===== src/rtl/phy_pwr_pkg.sv =====
// Package: shared constants and the enable bundle of the power-mode controller.
// Assumes register addresses fit in 5 bits and data is at least 13 bits wide.
package phy_pwr_pkg;
    parameter int ADDR_W = 5;
    parameter int DATA_W = 16;

    localparam int CTRL_ADDR = 0;
    localparam int AUX_ADDR  = 16;
    localparam int PD_POS    = 11;
    localparam int RXPS_POS  = 0;
    localparam int TXHIZ_POS = 12;

    typedef struct packed {
        logic chip_pd;
        logic rx_path_en;
        logic rx_clk_en;
        logic tx_drv_hiz;
        logic txclk_oe;
        logic txclk_pu_en;
    } pwr_en_t;

    localparam pwr_en_t EN_RESET = '{chip_pd: 1'b0, rx_path_en: 1'b1, rx_clk_en: 1'b1,
                                     tx_drv_hiz: 1'b0, txclk_oe: 1'b1, txclk_pu_en: 1'b0};
endpackage


===== src/rtl/phy_pwr_regs.sv =====
// Module: management bits behind a synchronous register port.
// Stores the power-down, receive power-saving and transmit high-impedance bits.
// Read data is registered: it reflects the address presented one clock earlier.
// Assumes reg port signals are synchronous to clk.
module phy_pwr_regs
    import phy_pwr_pkg::*;
#(
    parameter int AW = ADDR_W,
    parameter int DW = DATA_W
) (
    input  logic          clk,
    input  logic          rst_n,
    input  logic          wr,
    input  logic [AW-1:0] addr,
    input  logic [DW-1:0] wdata,
    output logic [DW-1:0] rdata,
    output logic          pd_bit,
    output logic          rxps_bit,
    output logic          txhiz_bit
);
    localparam logic [AW-1:0] A_CTRL = AW'(CTRL_ADDR);
    localparam logic [AW-1:0] A_AUX  = AW'(AUX_ADDR);

    logic          hit_ctrl, hit_aux;
    logic [DW-1:0] rd_mux;
    logic          unused_wdata;

    assign hit_ctrl     = (addr == A_CTRL);
    assign hit_aux      = (addr == A_AUX);
    assign unused_wdata = ^wdata;

    // Purpose: update the stored mode bits on a matching write.
    always_ff @(posedge clk) begin
        if (!rst_n) begin
            pd_bit    <= 1'b0;
            rxps_bit  <= 1'b0;
            txhiz_bit <= 1'b0;
        end else if (wr) begin
            if (hit_ctrl) pd_bit <= wdata[PD_POS];
            if (hit_aux) begin
                rxps_bit  <= wdata[RXPS_POS];
                txhiz_bit <= wdata[TXHIZ_POS];
            end
        end
    end

    // Purpose: place stored bits at their positions for the addressed register.
    always_comb begin
        rd_mux = '0;
        if (hit_ctrl) rd_mux[PD_POS] = pd_bit;
        if (hit_aux) begin
            rd_mux[RXPS_POS]  = rxps_bit;
            rd_mux[TXHIZ_POS] = txhiz_bit;
        end
    end

    // Purpose: register the read data.
    always_ff @(posedge clk) begin
        if (!rst_n) rdata <= '0;
        else        rdata <= rd_mux;
    end

    // the high-impedance bit falls only after a clearing write
    a_r7_hiz_sticky: assert property (@(posedge clk) disable iff (!rst_n)
        ($fell(txhiz_bit) && $past(rst_n)) |->
            $past(wr && hit_aux && !wdata[TXHIZ_POS]));

    // a write to an address holding the bit stores the written value
    a_r3_pd_write: assert property (@(posedge clk) disable iff (!rst_n)
        (wr && hit_ctrl) |=> (pd_bit == $past(wdata[PD_POS])));
endmodule


===== src/rtl/phy_pwr_sync.sv =====
// Module: multi-stage synchroniser for a single asynchronous level.
// Assumes the input is a slow level, so no pulse shorter than a clock matters.
module phy_pwr_sync #(
    parameter int STAGES = 2
) (
    input  logic clk,
    input  logic rst_n,
    input  logic d,
    output logic q
);
    logic [STAGES-1:0] chain;

    generate
        for (genvar i = 0; i < STAGES; i++) begin : g_stage
            // Purpose: one flop of the synchroniser chain.
            always_ff @(posedge clk) begin
                if (!rst_n) chain[i] <= 1'b0;
                else        chain[i] <= (i == 0) ? d : chain[(i == 0) ? 0 : i-1];
            end
        end
    endgenerate

    assign q = chain[STAGES-1];
endmodule


===== src/rtl/phy_pwr_gate.sv =====
// Module: combines mode bits, pin, speed and line activity into registered enables.
// Power-down overrides every other mode. The signal-present input must already be
// synchronised. All outputs change one clock after their inputs.
module phy_pwr_gate
    import phy_pwr_pkg::*;
(
    input  logic    clk,
    input  logic    rst_n,
    input  logic    pd_bit,
    input  logic    pd_pin,
    input  logic    rxps_bit,
    input  logic    txhiz_bit,
    input  logic    speed_100,
    input  logic    sig_ok,
    output pwr_en_t en_q
);
    pwr_en_t en_d;
    logic    pd_req;
    logic    rx_on;

    assign pd_req = pd_bit | pd_pin;
    // Receive saving applies only at 100 Mb/s and only without line activity.
    assign rx_on  = !(rxps_bit && speed_100) || sig_ok;

    // Purpose: derive the next set of enables, power-down first.
    always_comb begin
        if (pd_req) begin
            en_d = '{chip_pd: 1'b1, rx_path_en: 1'b0, rx_clk_en: 1'b0,
                     tx_drv_hiz: 1'b1, txclk_oe: 1'b0, txclk_pu_en: 1'b0};
        end else begin
            en_d.chip_pd     = 1'b0;
            en_d.rx_path_en  = rx_on;
            en_d.rx_clk_en   = rx_on;
            en_d.tx_drv_hiz  = txhiz_bit;
            en_d.txclk_oe    = !txhiz_bit;
            en_d.txclk_pu_en = txhiz_bit;
        end
    end

    // Purpose: register the enables.
    always_ff @(posedge clk) begin
        if (!rst_n) en_q <= EN_RESET;
        else        en_q <= en_d;
    end

    // a power-down request shows on chip_pd one clock later
    a_r1_pd_follows: assert property (@(posedge clk) disable iff (!rst_n)
        (pd_bit || pd_pin) |=> en_q.chip_pd);

    // power-down turns every circuit enable off
    a_r2_all_off: assert property (@(posedge clk) disable iff (!rst_n)
        en_q.chip_pd |-> (!en_q.rx_path_en && !en_q.rx_clk_en && !en_q.txclk_oe
                          && !en_q.txclk_pu_en && en_q.tx_drv_hiz));

    // at 10 Mb/s the receive path stays powered
    a_r5_10m_rx_on: assert property (@(posedge clk) disable iff (!rst_n)
        (!pd_bit && !pd_pin && !speed_100) |=> (en_q.rx_path_en && en_q.rx_clk_en));

    // high-impedance mode tri-states TX and enables the pull-up
    a_r6_hiz: assert property (@(posedge clk) disable iff (!rst_n)
        (txhiz_bit && !pd_bit && !pd_pin) |=>
            (en_q.tx_drv_hiz && !en_q.txclk_oe && en_q.txclk_pu_en));

    // leaving power-down releases chip_pd on the next clock
    a_r8_restore: assert property (@(posedge clk) disable iff (!rst_n)
        (!pd_bit && !pd_pin) |=> !en_q.chip_pd);
endmodule


===== src/rtl/phy_pwr_ctrl.sv =====
// Module: top of the PHY power-mode controller.
// Connects the register port, the signal-present synchroniser and the enable
// logic. Assumes all inputs except sig_present are synchronous to clk.
module phy_pwr_ctrl
    import phy_pwr_pkg::*;
#(
    parameter int AW          = ADDR_W,
    parameter int DW          = DATA_W,
    parameter int SYNC_STAGES = 2
) (
    input  logic          clk,
    input  logic          rst_n,
    input  logic          reg_wr,
    input  logic [AW-1:0] reg_addr,
    input  logic [DW-1:0] reg_wdata,
    output logic [DW-1:0] reg_rdata,
    input  logic          pd_pin,
    input  logic          speed_100,
    input  logic          sig_present,
    output logic          chip_pd,
    output logic          rx_path_en,
    output logic          rx_clk_en,
    output logic          tx_drv_hiz,
    output logic          txclk_oe,
    output logic          txclk_pu_en
);
    logic    pd_bit, rxps_bit, txhiz_bit, sig_ok;
    pwr_en_t en;

    phy_pwr_regs #(.AW(AW), .DW(DW)) u_regs (
        .clk      (clk),
        .rst_n    (rst_n),
        .wr       (reg_wr),
        .addr     (reg_addr),
        .wdata    (reg_wdata),
        .rdata    (reg_rdata),
        .pd_bit   (pd_bit),
        .rxps_bit (rxps_bit),
        .txhiz_bit(txhiz_bit)
    );

    phy_pwr_sync #(.STAGES(SYNC_STAGES)) u_sync (
        .clk  (clk),
        .rst_n(rst_n),
        .d    (sig_present),
        .q    (sig_ok)
    );

    phy_pwr_gate u_gate (
        .clk      (clk),
        .rst_n    (rst_n),
        .pd_bit   (pd_bit),
        .pd_pin   (pd_pin),
        .rxps_bit (rxps_bit),
        .txhiz_bit(txhiz_bit),
        .speed_100(speed_100),
        .sig_ok   (sig_ok),
        .en_q     (en)
    );

    assign chip_pd     = en.chip_pd;
    assign rx_path_en  = en.rx_path_en;
    assign rx_clk_en   = en.rx_clk_en;
    assign tx_drv_hiz  = en.tx_drv_hiz;
    assign txclk_oe    = en.txclk_oe;
    assign txclk_pu_en = en.txclk_pu_en;
endmodule


===== config.mk =====
export PLATFORM = sky130hd
export DESIGN_NAME = phy_pwr_ctrl
export DESIGN_NICKNAME = d
export VERILOG_FILES = /design/src/rtl/phy_pwr_pkg.sv /design/src/rtl/phy_pwr_regs.sv /design/src/rtl/phy_pwr_sync.sv /design/src/rtl/phy_pwr_gate.sv /design/src/rtl/phy_pwr_ctrl.sv
export SDC_FILE = /design/constraint.sdc
export NUM_CORES = 1
export LEC_CHECK = 0
export ABC_CLOCK_PERIOD_IN_PS = 1000
export CORE_UTILIZATION = 29
export DETAILED_ROUTE_END_ITERATION = 8
export PLACE_DENSITY = 0.77
export SETUP_SLACK_MARGIN = 0.05
export SLEW_MARGIN = 20
export SYNTH_ARGS = -nofsm -noshare
export SYNTH_HDL_FRONTEND = slang
export SYNTH_SLANG_ARGS = --single-unit

===== constraint.sdc =====
create_clock -name clk -period 1 [get_ports clk]
set_clock_uncertainty 0.05 [all_clocks]
set_input_delay 0.1 -clock clk [delete_from_list [all_inputs] [get_ports clk]]
set_output_delay 0.1 -clock clk [all_outputs]
set_load 0.01 [all_outputs]

* Word level (Yosys, flattened, before mapping)
Cells that the tools add are included.
** Storage, ports and cells
- Output and inout bits :: 22
- Bits of input ports :: 27
- Logic and storage cells :: 28
- Register bits after elaboration :: 27
** Operators by class
- Reductions and logical operators :: 10
- Mux-type cells :: 1
- Equality and inequality tests :: 1
- Bitwise logic cells :: 2
** Operators by type and width (count)
- AND reduction 2 bit :: 4
- two-way mux 6 bit :: 1
- == test 5 bit, second input constant :: 1
- logical NOT 5 bit :: 1
- logical NOT 1 bit :: 2
- OR reduction 2 bit :: 1
- logical AND 1 bit :: 1
- logical OR 1 bit :: 1
- inverter 1 bit :: 1
- OR 1 bit :: 1

* Longest topological paths before layout
- Word-level depth :: 4
- Gate-level depth with buffers :: 4
- Gate-level depth less buffers :: 3

* Hierarchy
From an unflattened synthesis, not the netlist that was laid out.
** Unflattened totals
- Cell total of the unflattened synthesis :: 53
- Area, all modules :: 558.0 um^2
** By module, submodules not included
- phy_pwr_regs :: seq. area each 120.1 um^2, times used 1, cells an instance 36, area an instance 347.8 um^2
- phy_pwr_gate :: seq. area each 100.1 um^2, times used 1, cells an instance 13, area an instance 157.7 um^2
- phy_pwr_sync :: seq. area each 40.0 um^2, times used 1, cells an instance 4, area an instance 52.6 um^2

* Worst setup path before layout
OpenSTA, ideal clock, no wires.
- Path type :: input port to flip-flop
- Start :: in reg_addr[1]
- End :: reg u_regs.rxps_bit
- Required time :: 878 ps
- Arrival :: 777 ps
- Setup time :: 72 ps
- Path buffers :: 0
- Slack :: 101 ps
- Stages :: 3
- Cells stage by stage :: nor4_4 > and3_4 > mux2i_1
** Between the ends
- Cells in the longest elaborated chain, start to end :: 2
** Ends and longest elaborated chain
- start: declaration :: RTL line phy_pwr_ctrl.sv:14 : input logic [AW-1:0] reg_addr,
- == test 5 bit :: RTL line phy_pwr_regs.sv:29 : assign hit_aux = (addr == A_AUX);
- AND reduction 2 bit (no source line)
- end signal: assignment :: RTL line phy_pwr_regs.sv:41 : rxps_bit <= wdata[RXPS_POS];
- end: declaration :: RTL line phy_pwr_regs.sv:18 : output logic rxps_bit,
No other way between the ends.
A chain may end at the register's enable or synchronous reset.

* Worst setup path after layout
- Start :: reg u_regs.rdata[0]
- End :: out reg_rdata[0]
** RTL lines
- start: declaration :: RTL line phy_pwr_regs.sv:16 : output logic [DW-1:0] rdata,
- start signal: assignment :: RTL line phy_pwr_regs.sv:60 : else rdata <= rd_mux;
- end: declaration :: RTL line phy_pwr_ctrl.sv:16 : output logic [DW-1:0] reg_rdata,
No word-level cell between the ends.

==> metrics.md <==
| Metric | Value |
|---|---|
| Most instantiated library cell after synthesis | `buf_4` |
| Initial antenna violation count | `0` |
| Max frequency | `1080 MHz` |
| Num CTS Buffers | `3` |
| FP Rows | `15` |
| TritonRoute pass-1 iters | `3` |
| Number of clock sinks | `13` |
| Synth unique cells | `16` |
| Nets | `108` |
| Post-place setup slack | `-0.407 ns` |
| Final Hold Fails | `0` |
| Setup bufs post-CTS | `0` |
| Layout fillers | `191` |
| Port Buffers | `22` |
| Critical path class | `flip-flop to primary output` |
| CP required | `between 0.8 and 0.9 ns` |
| Min Tclk post-route | `0.929 ns` |
| Critical path's top delay family | `flip-flops` |
| Worst setup EP type | `primary output` |
| Power Dens Cells | `1300 nW/um^2` |
| Fin crit share | `92.9%` |
| Synth Area in Compound Gates | `around 1.4%` |
| Clock Path Buffers | `2` |
| DR WL/cell | `7.72 um` |
| Seq/Total Area, Yosys | `about half` |
| Tightest Hold Check Type | `input port to flip-flop` |
| Synth area leader | `dfxtp_1` |
| WL final | `811 um` |
| Cell area after synthesis | `roughly 530 sq um` |
| # Max-Cap Violations | `0` |
| Avg Cell Area, Syn | `approximately 10 sq um` |
| Starting Density | `a little under a third` |
| Dpl cell area | `748 sq um` |
| Post-Layout Cell Count | `105` |
| DR vias/cell | `about 3.6` |
| Min-Delay Startpoint | `rst_n` |
| Die Area | `2010 sq um` |
| Synth top area share | `around half` |
| DRT antenna net count | `0` |
| Start point of the critical path | `u_regs.rdata[0]$_SDFF_PN0_` |
| Final worst slack | `0.0705 ns` |
| Gr usage total | `8.73%` |
| Overflow after GRT | `0` |
| Area share of xor/xnor cells in the synthesized design | `0%` |
| Clock Latency Late Sink | `between 0.2 and 0.3 ns` |
| CP cell instances | `clkdlybuf4s15_2` |
| Detail Placement HPWL | `668 um` |
| Post-Place Cells | `101` |
| Flops & latches, synth | `13` |
| CP arrival | `0.78 ns` |
| Final Max Slew Viols | `0` |
| Vias in the first global route | `330` |
| Status | `complete, no violations` |
| Asr flop ratio synth | `0%` |
| Leak Pwr | `0.337 nW` |
| Finished Cell Area | `736 sq um` |
| RSZ-0062 raised after global routing | `no` |
| Crit path largest cell delay | `~0.31 ns` |
| Root buffer cell | `clkbuf_4` |
| Synth Area in Adders | `0%` |
| Dominant synthesized flop cell | `dfxtp_1` |
| Hold-fix buffers, CTS | `0` |
| GP Congestion | `between 0.6 and 0.7` |
| Crit path buffers/inverters | `1` |
| Commonest cells post-synth | `14 x buf_4, 13 x dfxtp_1, 7 x nand2_1` |
| Die width | `44.8 um` |
| Synth area leaders | `dfxtp_1 49%, buf_4 20%, mux2i_1 5.6%, nand2_1 4.9%, nor4_4 4.0%` |
| Layout area overhead | `38.4%` |
| Synth Area in Simple Gates | `21.9%` |
| Layout cells sized above 1 | `23.8%` |
| Antenna Cells | `0` |
| Slowest-stage cell, CP | `dfxtp_1` |
| Post-synth EDFFs | `0` |
| Worst-path maximum fanout | `1` |
| Setup crit start kind | `flip-flop` |
| Total Neg Setup Slack | `0 ns` |
| I/O pin cnt | `49` |
| Vias | `378` |
| YS warnings | `0` |
| Largest net degree at the start of global routing | `8` |
| Worst r2r src | `u_regs.pd_bit$_SDFFE_PN0P_` |
| Mux cell area share after synthesis | `5.65%` |
| Worst VDD drop | `0.680 mV` |
| Final Setup Violations | `0` |
| CTS clk-pin slew, worst paths | `roughly 0.07 ns` |
| DIE HEIGHT | `between 40 and 50 um` |
| Global-route wire length before repair | `1.21 mm` |
| Hold WS | `0.154 ns` |
| # DRC | `0` |
| CTS H-tree lvls | `1` |
| CTS tree | `built` |
| DR iter-0 viols | `7` |
| Largest family of logic cells by synthesized area | `simple AND/OR/NAND/NOR gates` |
| Syn Inst Count | `53` |
| Core box area | `roughly 1700 sq um` |
metrics by stage:
step | total power [W] | util, %
3_5_place_dp | 0.000685 | 43.3
4_1_cts | 0.000974 | 44.1
5_1_grt | 0.000996 | 42.6
3_3_place_gp | 0.000683 | 43.3
6_report | 0.000957 | 42.6
2_1_floorplan | 0.000637 | -
report_power, final:
group	internal (W)	total, W	switching [W]
registers	0.000531	0.000534	0.00000312
logic	0.0000640	0.000123	0.0000591
clock network	0.000154	0.000300	0.000146
total	0.000749	0.000957	0.000208
worst paths after layout:
check | end | slack, ns | cells after the start
worst min register to register | u_sync.q$_SDFF_PN0_ | 0.39 | 1
worst max-delay path | reg_rdata[0] | 0.07 | 1
worst max register to register | u_gate.en_q[2]$_SDFF_PN0_ | 0.12 | 2
worst min-delay path | u_regs.rdata[11]$_SDFF_PN0_ | 0.15 | 3
layout by cell type (no fill, tap or decap):
cell type / netlist / layout
conb_1: 1 / 13
dfxtp_1: 13 / 13
clkdlybuf4s50_1: 0 / 8
nand2_1: 7 / 7
buf_2: 1 / 7
buf_4: 14 / 4
nor2_1: 3 / 3
mux2i_1: 3 / 3
clkbuf_4: 0 / 3
nor3b_1: 2 / 2
and2_1: 2 / 2
clkdlybuf4s15_1: 0 / 2
dlygate4sd2_1: 0 / 2
o21a_1: 1 / 1
nor4_4: 1 / 1
and3_4: 1 / 1
nand3b_1: 1 / 1
nor3_1: 1 / 1
nand2b_1: 1 / 1
inv_2: 1 / 1
clkbuf_1: 0 / 1
dlymetal6s2s_1: 0 / 1
clkdlybuf4s15_2: 0 / 1
clkbuf_2: 0 / 1
cell families (layout without fill, tap and decap cells):
logic type,after synthesis,in the layout
compound gates,1,1
buf+inv,16,31
flops,13,13
mux,3,3
other cells,1,13
simple gates,19,19
repair_timing:
| item | 4_1_cts | 5_1_grt |
|---|---|---|
| pin swaps | 2 | 2 |
| setup endpoints to repair | 15 | 9 |
| resized for setup | 33 | 8 |
registers in the layout, indices dropped and copies added, names as in the netlist:
| name | cells |
|---|---|
| u_regs.pd_bit | 1 |
| u_gate.en_q | 5 |
| u_regs.rxps_bit | 1 |
| u_sync.q | 1 |
| u_regs.txhiz_bit | 1 |
| u_sync.chain | 1 |
| u_regs.rdata | 3 |
layer usage:
layer  global-route usage [%]  share of wire [%]  wire length, um
met5                        0                  0                0
met4                     1.82                  0                0
met3                     6.40                 11               90
met2                     15.6                 51              410
met1                     7.98                 38              309
final cells by class:
type / instances / area, sq um / share of cell area (%)
clock buffer: 4 / 26.3 / 3.57
inverter: 1 / 3.75 / 0.510
multi-input combinational: 36 / 203 / 27.6
sequential: 13 / 260 / 35.4
tap: 25 / 31.3 / 4.25
timing repair buffer: 26 / 211 / 28.7
Power figures use the tool's default switching activity.
